## src/rtl/memmap_pkg.sv

```systemverilog
// Shared types for the memory map unit.
// Assumes: a single clock domain on the CPU side.
package memmap_pkg;

    // Target picked by the address decoder
    typedef enum logic [1:0] {
        RG_SRAM  = 2'd0,
        RG_IO    = 2'd1,
        RG_FLASH = 2'd2
    } region_e;

    // Flash sequencer phases
    typedef enum logic [1:0] {
        SQ_IDLE = 2'd0,
        SQ_WAIT = 2'd1,
        SQ_DONE = 2'd2
    } seq_e;

endpackage

```

## src/rtl/mm_decode.sv

```systemverilog
// Address page decoder.
// Maps the upper address bits (the page number) to a target region.
// Page zero is the SRAM and IO_PAGE is the I/O window; every other page
// is flash. The SRAM test comes first, then I/O, and flash is the default.
// Assumes: IO_PAGE is not zero.
module mm_decode
    import memmap_pkg::*;
#(
    parameter int                PAGE_W  = 6,
    parameter logic [PAGE_W-1:0] IO_PAGE = 6'b100000
) (
    input  logic [PAGE_W-1:0] page,
    output region_e           region
);

    // Priority decode of the page number
    always_comb begin
        if (page == '0) begin
            region = RG_SRAM;
        end else if (page == IO_PAGE) begin
            region = RG_IO;
        end else begin
            region = RG_FLASH;
        end
    end

endmodule

```

## src/rtl/mm_sync.sv

```systemverilog
// Level synchronizer for the flash acknowledge.
// Brings an asynchronous level into the clk domain through STAGES flops.
// Assumes: the input is a slow level from a four-phase handshake.
module mm_sync #(
    parameter int STAGES = 2
) (
    input  logic clk,
    input  logic rst_n,
    input  logic d,
    output logic q
);

    logic [STAGES-1:0] chain;

    generate
        if (STAGES == 1) begin : g_single
            // Single capture flop
            always_ff @(posedge clk) begin
                if (!rst_n) chain <= '0;
                else        chain <= d;
            end
        end else begin : g_chain
            // Shift the level through the flop chain
            always_ff @(posedge clk) begin
                if (!rst_n) chain <= '0;
                else        chain <= {chain[STAGES-2:0], d};
            end
        end
    endgenerate

    assign q = chain[STAGES-1];

endmodule

```

## src/rtl/mm_flash_seq.sv

```systemverilog
// Flash read sequencer.
// On a flash read in the idle phase it latches the address and raises a
// four-phase request. It captures data once the synchronized acknowledge is
// high and at least FLASH_LAT cycles have been spent waiting. It then drops
// the request and spends one phase presenting the data before it goes idle
// again. A new request waits until the previous acknowledge has cleared.
// Assumes: ack_s is already synchronized to clk.
module mm_flash_seq
    import memmap_pkg::*;
#(
    parameter int ADDR_W    = 16,
    parameter int DATA_W    = 8,
    parameter int FLASH_LAT = 3
) (
    input  logic              clk,
    input  logic              rst_n,
    input  logic              rd_go,
    input  logic [ADDR_W-1:0] addr_in,
    input  logic              ack_s,
    input  logic [DATA_W-1:0] rdata_in,
    output logic              st_idle,
    output logic              st_wait,
    output logic              st_done,
    output logic              req,
    output logic [ADDR_W-1:0] addr_q,
    output logic [DATA_W-1:0] data_q
);

    localparam int              CNT_W    = $clog2(FLASH_LAT + 1);
    localparam logic [CNT_W-1:0] LAT_LAST = CNT_W'(FLASH_LAT - 1);

    seq_e             state;
    logic [CNT_W-1:0] wait_q;
    logic             lat_met;

    assign lat_met = (wait_q >= LAT_LAST);

    // Phase register, request level, address latch, data capture
    always_ff @(posedge clk) begin
        if (!rst_n) begin
            state  <= SQ_IDLE;
            req    <= 1'b0;
            addr_q <= '0;
            data_q <= '0;
            wait_q <= '0;
        end else begin
            case (state)
                SQ_IDLE: begin
                    if (rd_go && !ack_s) begin
                        state  <= SQ_WAIT;
                        req    <= 1'b1;
                        addr_q <= addr_in;
                        wait_q <= '0;
                    end
                end
                SQ_WAIT: begin
                    if (ack_s && lat_met) begin
                        data_q <= rdata_in;
                        req    <= 1'b0;
                        state  <= SQ_DONE;
                    end else if (!lat_met) begin
                        wait_q <= wait_q + 1'b1;
                    end
                end
                SQ_DONE: begin
                    state <= SQ_IDLE;
                end
                default: begin
                    state <= SQ_IDLE;
                    req   <= 1'b0;
                end
            endcase
        end
    end

    // Phase flags for the top level
    always_comb begin
        st_idle = (state == SQ_IDLE);
        st_wait = (state == SQ_WAIT);
        st_done = (state == SQ_DONE);
    end


    capture_needs_ack_chk: assert property (@(posedge clk) disable iff (!rst_n)
        $fell(req) |-> $past(ack_s));


    no_restart_on_ack_chk: assert property (@(posedge clk) disable iff (!rst_n)
        $rose(req) |-> !$past(ack_s));


    min_latency_chk: assert property (@(posedge clk) disable iff (!rst_n)
        $fell(req) |-> $past(lat_met));

endmodule

```

## src/rtl/memmap_stall_unit.sv

```systemverilog
// Memory map unit with flash wait states.
// Decodes each CPU access to SRAM, the I/O window or flash, drives the
// chip selects and muxes read data back to the CPU. A flash read holds the
// CPU through cpu_hold until the sequencer has captured the flash byte.
// The bus is decoded only while the sequencer is idle, so address changes
// during a stall have no effect.
// Assumes: the CPU keeps its access stable while cpu_hold is high, and
// samples cpu_rdata on the rising edge that ends a cycle with cpu_hold low.
module memmap_stall_unit
    import memmap_pkg::*;
#(
    parameter int                ADDR_W      = 16,
    parameter int                DATA_W      = 8,
    parameter int                LOCAL_AW    = 10,
    parameter logic [ADDR_W-1:0] IO_BASE     = 16'h8000,
    parameter int                FLASH_LAT   = 3,
    parameter int                SYNC_STAGES = 2
) (
    input  logic                clk,
    input  logic                rst_n,
    input  logic                cpu_en,
    input  logic                cpu_we,
    input  logic [ADDR_W-1:0]   cpu_addr,
    input  logic [DATA_W-1:0]   cpu_wdata,
    output logic [DATA_W-1:0]   cpu_rdata,
    output logic                cpu_hold,
    output logic                sram_cs,
    output logic                sram_we,
    output logic [LOCAL_AW-1:0] sram_addr,
    output logic [DATA_W-1:0]   sram_wdata,
    input  logic [DATA_W-1:0]   sram_rdata,
    output logic                io_cs,
    output logic                io_we,
    output logic [LOCAL_AW-1:0] io_addr,
    output logic [DATA_W-1:0]   io_wdata,
    input  logic [DATA_W-1:0]   io_rdata,
    output logic                flash_req,
    output logic [ADDR_W-1:0]   flash_addr,
    input  logic [DATA_W-1:0]   flash_rdata,
    input  logic                flash_ack
);

    localparam int                PAGE_W  = ADDR_W - LOCAL_AW;
    localparam logic [PAGE_W-1:0] IO_PAGE = IO_BASE[ADDR_W-1:LOCAL_AW];

    region_e           region;
    logic              fl_rd;
    logic              ack_sync;
    logic              st_idle;
    logic              st_wait;
    logic              st_done;
    logic [DATA_W-1:0] fl_data_q;

    mm_decode #(
        .PAGE_W  (PAGE_W),
        .IO_PAGE (IO_PAGE)
    ) decode_i (
        .page   (cpu_addr[ADDR_W-1:LOCAL_AW]),
        .region (region)
    );

    mm_sync #(
        .STAGES (SYNC_STAGES)
    ) ack_sync_i (
        .clk   (clk),
        .rst_n (rst_n),
        .d     (flash_ack),
        .q     (ack_sync)
    );

    mm_flash_seq #(
        .ADDR_W    (ADDR_W),
        .DATA_W    (DATA_W),
        .FLASH_LAT (FLASH_LAT)
    ) seq_i (
        .clk      (clk),
        .rst_n    (rst_n),
        .rd_go    (fl_rd),
        .addr_in  (cpu_addr),
        .ack_s    (ack_sync),
        .rdata_in (flash_rdata),
        .st_idle  (st_idle),
        .st_wait  (st_wait),
        .st_done  (st_done),
        .req      (flash_req),
        .addr_q   (flash_addr),
        .data_q   (fl_data_q)
    );

    // Chip selects, gated so that only an idle bus is decoded
    always_comb begin
        sram_cs    = cpu_en && st_idle && (region == RG_SRAM);
        io_cs      = cpu_en && st_idle && (region == RG_IO);
        sram_we    = sram_cs && cpu_we;
        io_we      = io_cs && cpu_we;
        sram_addr  = cpu_addr[LOCAL_AW-1:0];
        io_addr    = cpu_addr[LOCAL_AW-1:0];
        sram_wdata = cpu_wdata;
        io_wdata   = cpu_wdata;
    end

    // Flash read detect and CPU hold (flash writes are dropped)
    always_comb begin
        fl_rd    = cpu_en && !cpu_we && (region == RG_FLASH);
        cpu_hold = (st_idle && fl_rd) || st_wait;
    end

    // Read data mux to the CPU data-in lines
    always_comb begin
        if (st_done) begin
            cpu_rdata = fl_data_q;
        end else begin
            case (region)
                RG_SRAM: cpu_rdata = sram_rdata;
                RG_IO:   cpu_rdata = io_rdata;
                default: cpu_rdata = fl_data_q;
            endcase
        end
    end


    hold_covers_req_chk: assert property (@(posedge clk) disable iff (!rst_n)
        flash_req |-> cpu_hold);


    release_with_data_chk: assert property (@(posedge clk) disable iff (!rst_n)
        $fell(flash_req) |-> !cpu_hold);


    one_target_chk: assert property (@(posedge clk) disable iff (!rst_n)
        $onehot0({sram_cs, io_cs, flash_req}));


    fast_no_stall_chk: assert property (@(posedge clk) disable iff (!rst_n)
        (sram_cs || io_cs) |-> !cpu_hold);


    addr_frozen_chk: assert property (@(posedge clk) disable iff (!rst_n)
        (flash_req && $past(flash_req)) |-> $stable(flash_addr));


    req_from_read_chk: assert property (@(posedge clk) disable iff (!rst_n)
        $rose(flash_req) |-> $past(cpu_en && !cpu_we));

endmodule

```

## config.mk

```make
export PLATFORM = sky130hd
export DESIGN_NAME = memmap_stall_unit
export DESIGN_NICKNAME = d
export VERILOG_FILES = /design/src/rtl/memmap_pkg.sv /design/src/rtl/mm_decode.sv /design/src/rtl/mm_sync.sv /design/src/rtl/mm_flash_seq.sv /design/src/rtl/memmap_stall_unit.sv
export SDC_FILE = /design/constraint.sdc
export NUM_CORES = 1
export LEC_CHECK = 0
export BUFFER_PORTS_ARGS = -buffer_cell sky130_fd_sc_hd__buf_4
export CORE_AREA = 3 3 67 69
export DETAILED_ROUTE_END_ITERATION = 7
export DIE_AREA = 0 0 70 72
export PLACE_DENSITY_LB_ADDON = 0.05
export SYNTH_ARGS = -nofsm -noshare
export SYNTH_HDL_FRONTEND = slang
export SYNTH_SLANG_ARGS = --single-unit
```

## constraint.sdc

```tcl
create_clock -name clk -period 3.4 [get_ports clk]
set_input_delay 0.68 -clock clk [delete_from_list [all_inputs] [get_ports clk]]
set_output_delay 0.68 -clock clk [all_outputs]
set_load 0.01 [all_outputs]
```

# [Word-level counts from Yosys, hierarchy flattened]
# Cells that the tools add are included.
[classes] n_reduce_logical=22 addsub=1 div_mod_pow=0 n_eq_ne=9 n_mul=0 muxes=14 n_lt_le_gt_ge=1 n_shift=0 bitwise_logic=1
[op_table] operator="8-bit case mux with 2 select lines" count=1
[op_table] operator="2-bit 2-to-1 mux" count=7
[op_table] operator="1-bit logical AND" count=10
[op_table] operator="8-bit 2-to-1 mux" count=1
[op_table] operator="2-bit case mux with 2 select lines" count=2
[op_table] operator="6-bit equality test (second input constant)" count=1
[op_table] operator="6-bit logical NOT" count=1
[op_table] operator="2-bit AND reduction" count=3
[op_table] operator="2-bit by 1-bit equality test with 1-bit output (second input constant)" count=2
[op_table] operator="2-bit equality test (second input constant)" count=2
[op_table] operator="2-bit logical NOT" count=2
[op_table] operator="2-bit by 1-bit != test with 1-bit output (second input constant)" count=2
[op_table] operator="2-bit != test (second input constant)" count=2
[op_table] operator="4-bit AND reduction" count=1
[op_table] operator="1-bit case mux with 3 select lines" count=1
[op_table] operator="3-bit AND reduction" count=1
[op_table] operator="2-bit by 1-bit adder with 2-bit output (second input constant)" count=1
[op_table] operator="2-bit >= comparator (second input constant)" count=1
[op_table] operator="1-bit logical NOT" count=2
[op_table] operator="1-bit 2-to-1 mux" count=2
[op_table] operator="2-bit nonzero test" count=1
[op_table] operator="1-bit logical OR" count=1
[op_table] operator="1-bit inverter" count=1
[word_totals] wordCells=54 ff_bits=31 mem_bits_ro=0 mem_count=0 output_inout_bits=66 ramBits=0 latch_bits=0 in_bits=53

# [Longest topological paths before layout]
# Gate-level depths: netlist of run 1.
[depth] depth_word=8 depth_mapped=6 mapped_depth_nobuf=6

# [By module]
# Synthesis of run 1 repeated with hierarchy kept, for this count alone.
[unflattened] hier_cells=214 hier_area_um2=1799.2
[by_module_without_submodules] mod="mm_flash_seq" seq_area_each_um2=580.6 cells_each=132 area_each_um2=1176.1 n_inst=1
[by_module_without_submodules] mod="memmap_stall_unit" seq_area_each_um2=0.0 cells_each=74 area_each_um2=546.8 n_inst=1
[by_module_without_submodules] mod="mm_sync" seq_area_each_um2=40.0 cells_each=4 area_each_um2=52.6 n_inst=1
[by_module_without_submodules] mod="mm_decode" seq_area_each_um2=0.0 cells_each=4 area_each_um2=23.8 n_inst=1

# [Worst setup path after synthesis of run 1]
# OpenSTA, ideal clock, no wires.
[synth_path] kind="input port to output port" startpoint="input cpu_addr[11]" endpoint="output sram_we" n_path_buf=0 cell_stages=4 setup_slack_ps=769 arrival_ps=1951 required_ps=2720 path_cell_list="or4_4 or2_1 nor3b_2 and2_1"
[synth_between] elab_chain_cells=6 elab_cells_between_ends=7 classes_between="eq/ne (1); mux (2); reduce/logical (4)"
[synth_rtl] item="start, declared" line="memmap_stall_unit.sv:23" text="input logic [ADDR_W-1:0] cpu_addr,"
[synth_rtl] item="6-bit equality test" line="mm_decode.sv:20" text="end else if (page == IO_PAGE) begin"
[synth_rtl] item="2-bit 2-to-1 mux" line="mm_decode.sv:20"
[synth_rtl] item="2-bit 2-to-1 mux (*)" line="mm_decode.sv:18" text="if (page == '0) begin"
[synth_rtl] item="2-bit logical NOT (*)" line="memmap_stall_unit.sv:92" text="sram_cs = cpu_en && st_idle && (region == RG_SRAM);"
[synth_rtl] item="1-bit logical AND (*)" line="memmap_stall_unit.sv:92"
[synth_rtl] item="named net sram_cs" line="memmap_stall_unit.sv:27" text="output logic sram_cs,"
[synth_rtl] item="1-bit logical AND (*)" line="memmap_stall_unit.sv:94" text="sram_we = sram_cs && cpu_we;"
[synth_rtl] item="end, declared" line="memmap_stall_unit.sv:28" text="output logic sram_we,"
# Mark *: on every way through the listed nets, which the timed path passes. The rest lies on a longest branch.

# [Final worst setup path of run 1]
[layout_path] startpoint="input cpu_addr[11]" endpoint="output cpu_rdata[3]"
[layout_between] elab_chain_cells=6 elab_cells_between_ends=8 classes_between="eq/ne (2); mux (4); reduce/logical (2)"
[layout_rtl] item="6-bit equality test" line="mm_decode.sv:20"
[layout_rtl] item="2-bit 2-to-1 mux" line="mm_decode.sv:20"
[layout_rtl] item="2-bit 2-to-1 mux (*)" line="mm_decode.sv:18"
[layout_rtl] item="2-bit by 1-bit equality test with 1-bit output / 2-bit logical NOT (equally long branches)" line="memmap_stall_unit.sv:113" text="case (region)"
[layout_rtl] item="8-bit case mux with 2 select lines (*)" line="memmap_stall_unit.sv:113"
[layout_rtl] item="8-bit 2-to-1 mux (*)" line="memmap_stall_unit.sv:110" text="if (st_done) begin"
[layout_rtl] item="end, declared" line="memmap_stall_unit.sv:25" text="output logic [DATA_W-1:0] cpu_rdata,"
# Every way passes the cells marked *; elsewhere a longest branch is shown, timed or not.

==> results of run 1 <==
[power breakdown]
group | switching (mW) | total (mW) | internal [mW]
Combinational | 0.0679 | 0.156 | 0.0881
Sequential | 0.00756 | 0.384 | 0.377
Clock | 0.132 | 0.346 | 0.215
Total | 0.207 | 0.887 | 0.679
[layout make-up]
cell class / instances / area [sq um]
Fill cell: 375 / 1720
Multi-Input combinational cell: 103 / 739
Timing Repair Buffer: 95 / 713
Sequential cell: 31 / 621
Clock buffer: 6 / 72.6
Tap cell: 50 / 62.6
Clock inverter: 1 / 30.0
Inverter: 4 / 15.0
[through the flow]
step | instance area [sq um] | instances | util (%) | total power, mW
after global placement | 2150 | 283 | 54.2 | 0.546
after detailed placement | 2150 | 283 | 54.2 | 0.551
final | 2250 | 290 | 56.7 | 0.887
after global routing | 2250 | 290 | 56.7 | 0.932
after floorplan | 1700 | 180 | - | 0.498
after CTS | 2250 | 290 | 56.7 | 0.899
[state kept, by name, summed over array words and instances, names as in the netlist]
register,cells
seq_i.addr_q,16
seq_i.data_q,8
ack_sync_i.chain,2
seq_i.state,2
seq_i.wait_q,2
seq_i.req,1
[metal layers]
| metal | share of wire [%] | vias up | GRT usage (%) |
|---|---|---|---|
| met2 | 50 | 53 | 27.8 |
| met4 | 2.4 | 0 | 7.23 |
| met1 | 39 | 607 | 17.2 |
| li1 | - | 680 | - |
| met5 | 0 | - | 0 |
| met3 | 8.3 | 15 | 5.96 |
[worst max path at each step]
stage	from	end	depth (start not counted)
final	cpu_addr[11]	cpu_rdata[3]	6
after global routing	cpu_addr[11]	cpu_rdata[3]	6
after CTS	cpu_addr[11]	cpu_rdata[3]	6
after detailed placement	cpu_addr[11]	cpu_rdata[3]	6
after global placement	cpu_addr[11]	cpu_rdata[0]	6
after floorplan	cpu_addr[11]	sram_we	4
[cell usage after synthesis]
library cell / n / share of area (%)
a21oi_1: 10 / 2.9
nand2b_1: 3 / 1.1
buf_4: 36 / 16
mux2i_1: 31 / 18
a31oi_1: 1 / 0.37
buf_2: 1 / 0.29
or3_1: 1 / 0.37
nand2_1: 1 / 0.22
nor2b_1: 6 / 2.2
o211ai_4: 1 / 1.3
buf_6: 2 / 1.3
a211oi_4: 1 / 1.2
nor2_2: 1 / 0.37
nor3b_2: 2 / 1.5
a31o_2: 1 / 0.52
and4bb_2: 1 / 0.74
clkbuf_1: 2 / 0.44
a21oi_2: 2 / 1.0
and2_1: 5 / 1.8
ha_1: 1 / 0.74
or4_4: 1 / 0.66
dfxtp_1: 31 / 36
inv_1: 4 / 0.88
o21ai_0: 2 / 0.59
buf_12: 1 / 1.2
nor2_1: 28 / 6.2
a2111oi_0: 1 / 0.52
or2_1: 1 / 0.37
nand3_1: 2 / 0.59
[worst max-delay path: stages]
cell	delay, ns
buf_4	0.11
or4_4	0.58
a211oi_4	0.57
nor2_1	0.13
a21oi_1	0.16
buf_4	0.14
[cell families (layout without fill, tap and decap cells)]
| family | after synthesis | count (layout) | synth area share, % |
|---|---|---|---|
| AND/OR/NAND/NOR | 52 | 52 | 16.1 |
| buffers and inverters | 46 | 106 | 20.0 |
| multiplexers | 31 | 31 | 18.2 |
| flip-flops | 31 | 31 | 36.5 |
| AO/OA/AOI/OAI | 19 | 19 | 8.39 |
| adder cells (fa/ha/maj) | 1 | 1 | 0.736 |
==> summary.md, run 1 <==
| Metric | Value |
|---|---|
| Unrepaired setup endpoints after global routing | no |
| Maximum operating frequency | 327 MHz |
| DR vias | 1355 |
| Tmin final | 3.05 ns |
| Max Cap Viol | 0 |
| Chip width | 70 microns |
| WL final | 4010 microns |
| Hold EP | ack_sync_i.chain[1] |
| Register clock-pin slew on the reported worst setup and hold paths | 0.06 ns |
| Layout Nets | 294 |
| Final setup vio count | 0 |
| DRC viols | 0 |
| Hold depth | 1 |
| DP HPWL | 3210 microns |
| Worst r2r src | seq_i.wait_q[0] |
| # Post-CTS Setup Buffers | 0 |
| Final setup TNS | 0 ns |
| Post-synthesis register bit count | 31 |
| Synth Area per Inst | 9.45 sq um |
| Status | complete, no violations |
| WP data required | 2.72 ns |
| Sequential fraction of the synthesis area | 36.5% |
| PD cells | 394 mW/mm^2 |
| Max H-tree Level | 2 |
| Post-CTS sizing | 0 |
| Clock skew | 0.00393 ns |
| Hold Path Class | register to register |
| Netlist Area Pre-Place | 0.00170 sq mm |
| Worst Max-Slew Pin Slew | 0.708 ns |
| FP Rows | 23 |
| Worst R2R End | seq_i.data_q[6] |
| CTS Buffer Depth | 2 |
| Setup WS pre-CTS | 0.350 ns |
| Crit Path Max Fanout | 16 |
| Core ar. | 0.00397 sq mm |
| DR vias/cell | 4.67 |
| Leakage | 1.11 nW |
| Crit path DAT | 2.37 ns |
| Max-slew headroom | 52.8% |
| Share of cells above drive strength 1 | 46.3% |
| Worst hold slack | 0.436 ns |
| Ant diodes | 0 |
| First-pass GRT wire length | 6440 microns |
| PortBufs | 94 |
| Worst Setup Path Type | input pin to primary output |
| Netlist cell types | 29 |
| Worst vdd ir | 255 uV |
| RePlAce Congestion | 0.771 |
| Clock Latency Late Sink | 0.28 ns |
| Cts bufs inserted | 5 |
| CP Launch Type | input pin |
| Die height | 72 microns |
| Fin worst setup slack | 0.346 ns |
| Reg-to-reg slack, setup | 1.75 ns |
| Hold bufs inserted after CTS | 0 |
| Initial Util | 42.8% |
| Drt pass-1 iters | 4 |
| Worst Setup End Kind | primary output |
| DIE AREA | 0.00504 sq mm |
| Number of global-route vias before repair | 1395 |
| Commonest cells after routing, fill and taps aside | buf_4 (95), mux2i_1 (31), dfxtp_1 (31), nor2_1 (28), a21oi_1 (10) |
| CTS tree | built |
| Reg2Reg Depth | 6 |
| Min-delay src | ack_sync_i.chain[0] |
| Slew Limit Fails | 0 |
| Clk Tree Root Cell | clkbuf_8 |
| Drt wl/cell | 13.8 microns |
| Clk sink count | 31 |
| Commonest non-fill, non-tap cell in the layout | buf_4 |
| Post-route ant nets | 0 |
| Synth warnings | 0 |
| Overall Global Routing Usage | 15.9% |
| Area grow syn2layout | 32.5% |
| Iteration-0 DRC Markers | 53 |
| Cell count after synthesis | 180 |
| Crit share post-route | 89.8% |
| Initial antenna violation count | 0 |
| Post-Synthesis Net Count | 234 |
| Global route total overflow | 0 |
| I/O pin cnt | 119 |
| Final Hold Fails | 0 |
| Largest net degree at the start of global routing | 24 |
(Power assumes the default switching activity.)
==> run 2: changes to the inputs <==
--- a/config.mk
+++ b/config.mk
@@ -9,7 +9,9 @@
 export CORE_AREA = 3 3 67 69
 export DETAILED_ROUTE_END_ITERATION = 7
 export DIE_AREA = 0 0 70 72
-export PLACE_DENSITY_LB_ADDON = 0.05
+export PLACE_DENSITY = 0.82
+export RECOVER_POWER = 100
+export REMOVE_ABC_BUFFERS = 1
 export SYNTH_ARGS = -nofsm -noshare
 export SYNTH_HDL_FRONTEND = slang
 export SYNTH_SLANG_ARGS = --single-unit
==> run 2 against run 1 <==
  * Via count is 0.37% higher
  * Clock skew rose by 0.0018 ns
  * Global-route usage fell by 0.66 points
  * Critical path type unchanged
  * Design area shrank 9.4%
  * Critical path depth increased by 1
  * Wire length fell by 1.3%
  * First-iteration DRC count decreased by 11%
  * Final cell count grew 1.0%
==> summary.md, run 2 (synthesis results as in run 1) <==
| Metric | Value |
|---|---|
| Status | complete, no violations |
| DRC viols | 0 |
| Clock skew | 0.00572 ns |
| Initial antenna violation count | 0 |
| Initial Util | 42.8% |
| Final setup vio count | 0 |
| Crit path DAT | 2.32 ns |
| Layout Nets | 296 |
| Final Hold Fails | 0 |
| Final setup TNS | 0 ns |
| Area grow syn2layout | 20.1% |
| Drt pass-1 iters | 4 |
| Clk sink count | 31 |
| RePlAce Congestion | 0.686 |
| Final Core Density | 51.4% |
| Ant diodes | 0 |
| PortBufs | 94 |
| PD cells | 386 mW/mm^2 |
| Max H-tree Level | 2 |
| Crit share post-route | 88.4% |
| Worst vdd ir | 280 uV |
| Post-CTS sizing | 0 |
| I/O pin cnt | 119 |
| Slew Limit Fails | 0 |
| DR vias | 1360 |
| FP Rows | 23 |
| Crit Path Max Fanout | 16 |
| WP data required | 2.72 ns |
| Leakage | 0.920 nW |
| # Post-CTS Setup Buffers | 0 |
| WL final | 3960 microns |
| Unrepaired setup endpoints after global routing | no |
| Commonest cells after routing, fill and taps aside | buf_4 (48), clkbuf_1 (48), mux2i_1 (31), dfxtp_1 (31), nor2_1 (29) |
| DP HPWL | 3170 microns |
| Drt wl/cell | 13.5 microns |
| Crit-path slowest cell | or4_1 |
| Maximum operating frequency | 333 MHz |
| Cts bufs inserted | 5 |
| CTS tree | built |
| Clock Latency Late Sink | 0.28 ns |
| Die height | 72 microns |
| Hold Path Class | register to register |
| Hold bufs inserted after CTS | 0 |
| Fillers | 426 |
| Iteration-0 DRC Markers | 47 |
| Worst hold slack | 0.433 ns |
| Overall Global Routing Usage | 15.3% |
| WP buf/inv | 3 |
| Clk Tree Root Cell | clkbuf_8 |
| Global route total overflow | 0 |
| Register clock-pin slew on the reported worst setup and hold paths | 0.06 ns |
| Cell count after placement | 285 |
| Core ar. | 0.00397 sq mm |
| Max incr delay on CP | 0.61 ns |
| Post-Layout Cell Count | 293 |
| Biggest register | seq_i.addr_q |
| Largest regs | seq_i.addr_q: 16 flops, seq_i.data_q: 8 flops |
| Crit-path cells | buf_4 -> or4_1 -> a211oi_4 -> clkbuf_2 -> nor2_1 -> a21oi_1 -> clkbuf_1 |
| Max-slew headroom | 34.2% |
| Chip width | 70 microns |
| Share of cells above drive strength 1 | 25.9% |
| Worst Setup End Kind | primary output |
| Tmin final | 3.00 ns |
| Post-route ant nets | 0 |
| Critical path's top delay family | simple AND/OR/NAND/NOR gates |
| Max Cap Viol | 0 |
| CP Launch Type | input pin |
| First-pass GRT wire length | 6180 microns |
| DIE AREA | 0.00504 sq mm |
| Number of global-route vias before repair | 1334 |
| DR vias/cell | 4.64 |
| Worst Setup Path Type | input pin to primary output |
| Max FFs per register | 16 |
| Largest net degree at the start of global routing | 17 |
| CTS Buffer Depth | 2 |
| Worst Max-Slew Pin Slew | 0.984 ns |
==> run 2: changes by cell type in the layout (fill, tap and decap cells not counted), moves of 2 or more <==
cell	change
clkinv_2	+3
buf_4	-47
clkbuf_1	+47
and2_0	+2
and2_1	-2
==> run 2: metal layers <==
metal  vias up  share of wire [%]  GRT usage (%)
li1        688                  -              -
met1       604                 37           16.1
met2        66                 51           25.7
met3         2                 11           9.70
met4         0               0.63           3.83
met5         -                  0              0
==> run 2: power by group <==
| group | switching [mW] | internal, mW |
|---|---|---|
| clock | 0.131 | 0.140 |
| combinational | 0.0660 | 0.0672 |
| sequential | 0.00710 | 0.377 |
| total | 0.205 | 0.584 |
==> run 2: cell type report <==
class                      count  area (sq um)  area share, %
sequential                    31           621           30.4
tap                           50          62.6           3.06
timing repair buffer          97           546           26.7
clock inverter                 3          15.0          0.735
inverter                       4          15.0          0.735
multi-input combinational    103           714           35.0
clock buffer                   5          68.8           3.37
==> run 2: final timing paths <==
check	from	end	slack, ns	cells after the start
max	cpu_addr[12]	cpu_rdata[1]	0.40	7
min	ack_sync_i.chain[0]	ack_sync_i.chain[1]	0.43	1
max reg2reg	seq_i.wait_q[1]	seq_i.data_q[5]	1.47	5
min reg2reg	ack_sync_i.chain[0]	ack_sync_i.chain[1]	0.43	1
==> run 2: worst register-to-register path: cells and delay by family (launching register included) <==
kind            cells  cell delay, ns
fa+ha+maj           1            0.19
mux                 1            0.31
compound gates      1            0.13
simple gates        2            0.82
flops               1            0.37
==> run 2: per-stage QoR <==
step / setup WS (ns) / cell area (sq um) / power, mW
floorplan: 0.731 / 1380 / 0.446
global placement: 0.628 / 2170 / 0.548
detailed placement: 0.614 / 2170 / 0.552
CTS: 0.567 / 2250 / 0.826
global route: 0.260 / 2040 / 0.831
finish: 0.395 / 2040 / 0.788
